[src/rtl/pwr_pkg.sv]
package pwr_pkg;
    localparam int CTRL_W      = 8;
    localparam int SOG_HIZ_BIT = 0;
    localparam int OUT_HIZ_BIT = 1;
    localparam int PIN_POL_BIT = 2;
    localparam int SW_PD_BIT   = 3;
    localparam int AUTO_BIT    = 4;
    localparam int KEEP_N      = 4;

    typedef struct packed {
        logic auto_en;
        logic sw_pd;
        logic pin_high;
        logic out_hiz;
        logic sog_hiz;
    } pwr_cfg_t;

    typedef enum logic {ST_RUN = 1'b0, ST_DOWN = 1'b1} pwr_state_t;

    function automatic pwr_cfg_t decode_cfg(input logic [CTRL_W-1:0] r);
        pwr_cfg_t c;
        c.auto_en  = r[AUTO_BIT];
        c.sw_pd    = r[SW_PD_BIT];
        c.pin_high = r[PIN_POL_BIT];
        c.out_hiz  = r[OUT_HIZ_BIT];
        c.sog_hiz  = r[SOG_HIZ_BIT];
        return c;
    endfunction

    function automatic logic sync_seen(input logic [CTRL_W-1:0] s);
        return s[7] | s[6] | s[3] | s[2];
    endfunction
endpackage

[src/rtl/pwr_pin_sync.sv]
module pwr_pin_sync #(
    parameter int STAGES = 2
) (
    input  logic clk,
    input  logic rst,
    input  logic din,
    output logic dout
);
    logic [STAGES-1:0] chain;

    always_ff @(posedge clk) begin
        if (rst) chain <= '0;
        else     chain <= {chain[STAGES-2:0], din};
    end

    assign dout = chain[STAGES-1];
endmodule

[src/rtl/pwr_mode_fsm.sv]
module pwr_mode_fsm
    import pwr_pkg::*;
(
    input  logic       clk,
    input  logic       rst,
    input  pwr_cfg_t   cfg,
    input  logic       pin_sync,
    input  logic       activity,
    output pwr_state_t state
);
    logic pin_req;
    logic down_req;

    always_comb begin
        pin_req  = cfg.pin_high ? pin_sync : ~pin_sync;
        if (cfg.auto_en) down_req = ~activity;
        else             down_req = pin_req | cfg.sw_pd;
    end

    always_ff @(posedge clk) begin
        if (rst) state <= ST_DOWN;
        else     state <= down_req ? ST_DOWN : ST_RUN;
    end
endmodule

[src/rtl/pwr_flush_cnt.sv]
module pwr_flush_cnt #(
    parameter int FLUSH_SETS = 6
) (
    input  logic clk,
    input  logic rst,
    input  logic running,
    input  logic strobe,
    output logic filled
);
    localparam int CW = $clog2(FLUSH_SETS + 1);
    localparam logic [CW-1:0] LIMIT = CW'(FLUSH_SETS);

    logic [CW-1:0] cnt;

    always_ff @(posedge clk) begin
        if (rst || !running)              cnt <= '0;
        else if (strobe && cnt != LIMIT)  cnt <= cnt + 1'b1;
    end

    assign filled = (cnt == LIMIT);
endmodule

[src/rtl/pwr_mode_ctrl.sv]
module pwr_mode_ctrl
    import pwr_pkg::*;
#(
    parameter int GATED_N    = 3,
    parameter int FLUSH_SETS = 6,
    parameter int SYNC_STG   = 2
) (
    input  logic                 clk,
    input  logic                 rst,
    input  logic [CTRL_W-1:0]    ctrl_reg,
    input  logic                 pd_pin,
    input  logic [CTRL_W-1:0]    sync_stat,
    input  logic                 data_strobe,
    output logic [GATED_N-1:0]   en_gated,
    output logic [KEEP_N-1:0]    keep_alive,
    output logic                 data_oe,
    output logic                 sog_oe,
    output logic                 data_valid,
    output logic                 standby
);
    pwr_cfg_t   cfg;
    pwr_state_t state;
    logic       pin_s;
    logic       running;
    logic       filled;

    assign cfg = decode_cfg(ctrl_reg);

    pwr_pin_sync #(.STAGES(SYNC_STG)) u_sync (
        .clk (clk),
        .rst (rst),
        .din (pd_pin),
        .dout(pin_s)
    );

    pwr_mode_fsm u_fsm (
        .clk     (clk),
        .rst     (rst),
        .cfg     (cfg),
        .pin_sync(pin_s),
        .activity(sync_seen(sync_stat)),
        .state   (state)
    );

    assign running = (state == ST_RUN);

    pwr_flush_cnt #(.FLUSH_SETS(FLUSH_SETS)) u_flush (
        .clk    (clk),
        .rst    (rst),
        .running(running),
        .strobe (data_strobe),
        .filled (filled)
    );

    genvar g;
    generate
        for (g = 0; g < GATED_N; g++) begin : g_gate
            assign en_gated[g] = running | cfg.out_hiz;
        end
    endgenerate

    assign keep_alive = {KEEP_N{1'b1}};
    assign data_oe    = running;
    assign sog_oe     = ~cfg.sog_hiz;
    assign data_valid = running & filled;
    assign standby    = ~running;
endmodule

[config.mk]
export PLATFORM = sky130hd
export DESIGN_NAME = pwr_mode_ctrl
export DESIGN_NICKNAME = d
export VERILOG_FILES = /design/src/rtl/pwr_pkg.sv /design/src/rtl/pwr_pin_sync.sv /design/src/rtl/pwr_mode_fsm.sv /design/src/rtl/pwr_flush_cnt.sv /design/src/rtl/pwr_mode_ctrl.sv
export SDC_FILE = /design/constraint.sdc
export NUM_CORES = 1
export LEC_CHECK = 0
export BUFFER_PORTS_ARGS = -buffer_cell sky130_fd_sc_hd__buf_4
export CAP_MARGIN = 25
export CORE_AREA = 2 2 39 41
export CTS_CLUSTER_DIAMETER = 50
export DETAILED_ROUTE_END_ITERATION = 12
export DIE_AREA = 0 0 41 43
export PLACE_DENSITY_LB_ADDON = 0.12
export SYNTH_ARGS = -nofsm -noshare
export SYNTH_HDL_FRONTEND = slang
export SYNTH_SLANG_ARGS = --single-unit
[constraint.sdc]
create_clock -name clk -period 1.4 [get_ports clk]
set_input_delay 0.07 -clock clk [delete_from_list [all_inputs] [get_ports clk]]
set_output_delay 0.07 -clock clk [all_outputs]
set_load 0.03 [all_outputs]
==> impl_metrics.py <==
metrics = {
    "finish": {
        "fin_util_pct": 35.6,
        "final_common_cell": "buf_4",
        "syn2layout_area_growth_pct": 47.6,
        "drive_gt1_share_pct": 46.4,
        "most-common-layout-cells": "buf_4 (20), dfxtp_1 (6), conb_1 (4), inv_1 (3), clkbuf_4 (3)",
        "fin_area_um2": 493,
        "num_antenna_cells": 0,
        "fin_nets": 80,
    },
    "clocking": {
        "postCtsHoldBufs": 0,
        "cts.clk_slew.worst_paths_ns": 0.05,
        "tritoncts": "built",
        "clock_latency_ns": 0.24,
        "htreeDepth": 1,
        "cts_resized": 0,
        "post_cts_buffers": 0,
        "root_buffer": "clkbuf_4",
        "cts_made_buffers": 3,
        "clockBufferDepth": 2,
        "cts_sinks": 6,
    },
    "worst_setup_path": {
        "setup.worst_path.end_class": "flop",
        "cp.required_ns": 1.54,
        "critPathKind": "reg2reg",
        "cp_num_buf_inv": 1,
        "cp_slowest_cell": "dfxtp_1",
        "path_cells": "inv_1 -> ha_1 -> a21boi_4 -> nor2_2 -> a2111oi_2",
        "slowest_delay_ns": 0.32,
        "crit_arrival_ns": 1.42,
        "cpLargestDelayFamily": "compound AO/OA/AOI/OAI gates",
        "start_kind": "flop",
        "cp_max_fo": 3,
    },
    "pwr": {
        "p_leak_uw": 0.000243,
        "vdd_drop_max_mv": 0.324,
        "p_per_area_nw_per_um2": 921,
    },
    "route": {
        "first_pass_iters": 1,
        "wl_per_cell_um": 7.85,
        "drcViolationCount": 0,
        "first_iter_violations": 0,
        "vias_per_cell": 3.93,
        "finalWirelength_um": 565,
        "vias": 283,
        "postRouteAntennaNets": 0,
    },
    "synth": {
        "syn_area_per_cell_um2": 9.28,
        "synth_area_leader_cell": "dfxtp_1",
        "synth_top_area_share_pct": 36.0,
        "synth_area_leaders": "dfxtp_1 (36%), buf_4 (13%), ha_1 (7.5%)",
        "yosys_register_bits": 6,
        "synthCells": 36,
        "synth.distinct_cells": 19,
        "syn-cell-area_um2": 334,
        "ys_seq_area_share_pct": 36.0,
        "synth_warnings": 0,
    },
    "grt": {
        "grt_start_max_net_pins": 7,
        "grt_pass1_vias": 252,
        "antenna_found_initial": 0,
        "grtUsageTotal_pct": 8.45,
        "grt_pass1_wl_um": 931,
        "overflow": 0,
    },
    "min_path": {
        "hp-class": "in2reg",
    },
    "floorplan": {
        "die_area_um2": 1760,
        "fp.dieW_um": 41,
        "die_y_um": 43,
        "start_util_pct": 24.1,
        "core_um2": 1380,
        "placement_rows": 14,
        "ios": 31,
    },
    "sta": {
        "slew_violations": 0,
        "finalWorstPathRequiredPeriod_ns": 1.28,
        "setup_viol": 0,
        "fin_skew_ns": 0.000311,
        "fmax_ghz": 0.783,
        "whs_ns": 0.0299,
        "period_share_pct": 91.3,
        "rsz0062_at_grt": "no",
        "tns_ns": 0,
        "final_hold_viol_count": 0,
    },
    "status": {
        "status": "completed",
    },
    "place": {
        "port_buffers": 19,
        "placed_cell_area_um2": 470,
        "place.gp.congestion": 0.651,
        "hpwlAfterDp_um": 476,
    },
    "flow_run": {
        "drv_cap": 0,
    },
}
[logic make-up (layout without fill, tap and decap cells)]
kind of cell,after synthesis,in the layout,share of synthesized area (%)
AND/OR/NAND/NOR,10,10,16.1
buffers and inverters,9,26,16.9
AO/OA/AOI/OAI,6,6,17.2
flip-flops,6,6,36.0
adder cells (fa/ha/maj),2,2,7.49
XOR/XNOR,2,2,5.24
other,1,4,1.12
[cell usage after synthesis (all sizes together)]
library cell  count
conb              1
xnor2             2
and3              1
nand2b            1
ha                2
o21ai             1
a21boi            1
dfxtp             6
nor3              1
nor2b             2
a2111oi           2
inv               3
a21oi             2
nand2             1
nor2              3
buf               6
nor4              1
[state kept, by name (all words and copies together), names as in the netlist]
register,cells
u_fsm.state,1
u_sync.chain,2
u_flush.cnt,3
[final timing paths]
check | startpoint | endpoint | slack [ns] | cells past startpoint
worst max-delay path | u_flush.cnt[0] | u_flush.cnt[1] | 0.12 | 5
worst max register to register | u_flush.cnt[0] | u_flush.cnt[1] | 0.12 | 5
worst min register to register | u_sync.chain[0] | u_sync.chain[1] | 0.43 | 1
worst min-delay path | ctrl_reg[4] | u_fsm.state | 0.03 | 2
[where the power goes]
part	total (µW)	switching (µW)	internal, µW
sequential	184	5.53	178
clock	158	60.8	96.9
combinational	112	62.0	50.4
total	454	128	325
[through the flow]
| stage | setup slack [ns] | cells | power [µW] |
|---|---|---|---|
| after floorplan | 0.136 | 39 | 263 |
| after global placement | 0.104 | 69 | 300 |
| after detailed placement | 0.115 | 69 | 300 |
| after CTS | 0.106 | 72 | 463 |
| after global routing | 0.0507 | 72 | 488 |
| final | 0.122 | 72 | 454 |
[layout make-up]
class	count	area, µm²
Timing Repair Buffer	20	150
Tap cell	16	20.0
Inverter	3	11.3
Multi-Input combinational cell	24	169
Sequential cell	6	120
Fill cell	152	891
Clock buffer	3	22.5
[per-layer routing]
layer  track usage (%)  up-vias  wire length (µm)
li1                  -      152                 -
met1              11.3      110               265
met2              9.69       19               217
met3              3.14        2                75
met4              8.00        0                 7
met5                 0        -                 0
No activity file was read; power rests on OpenSTA's default activity.
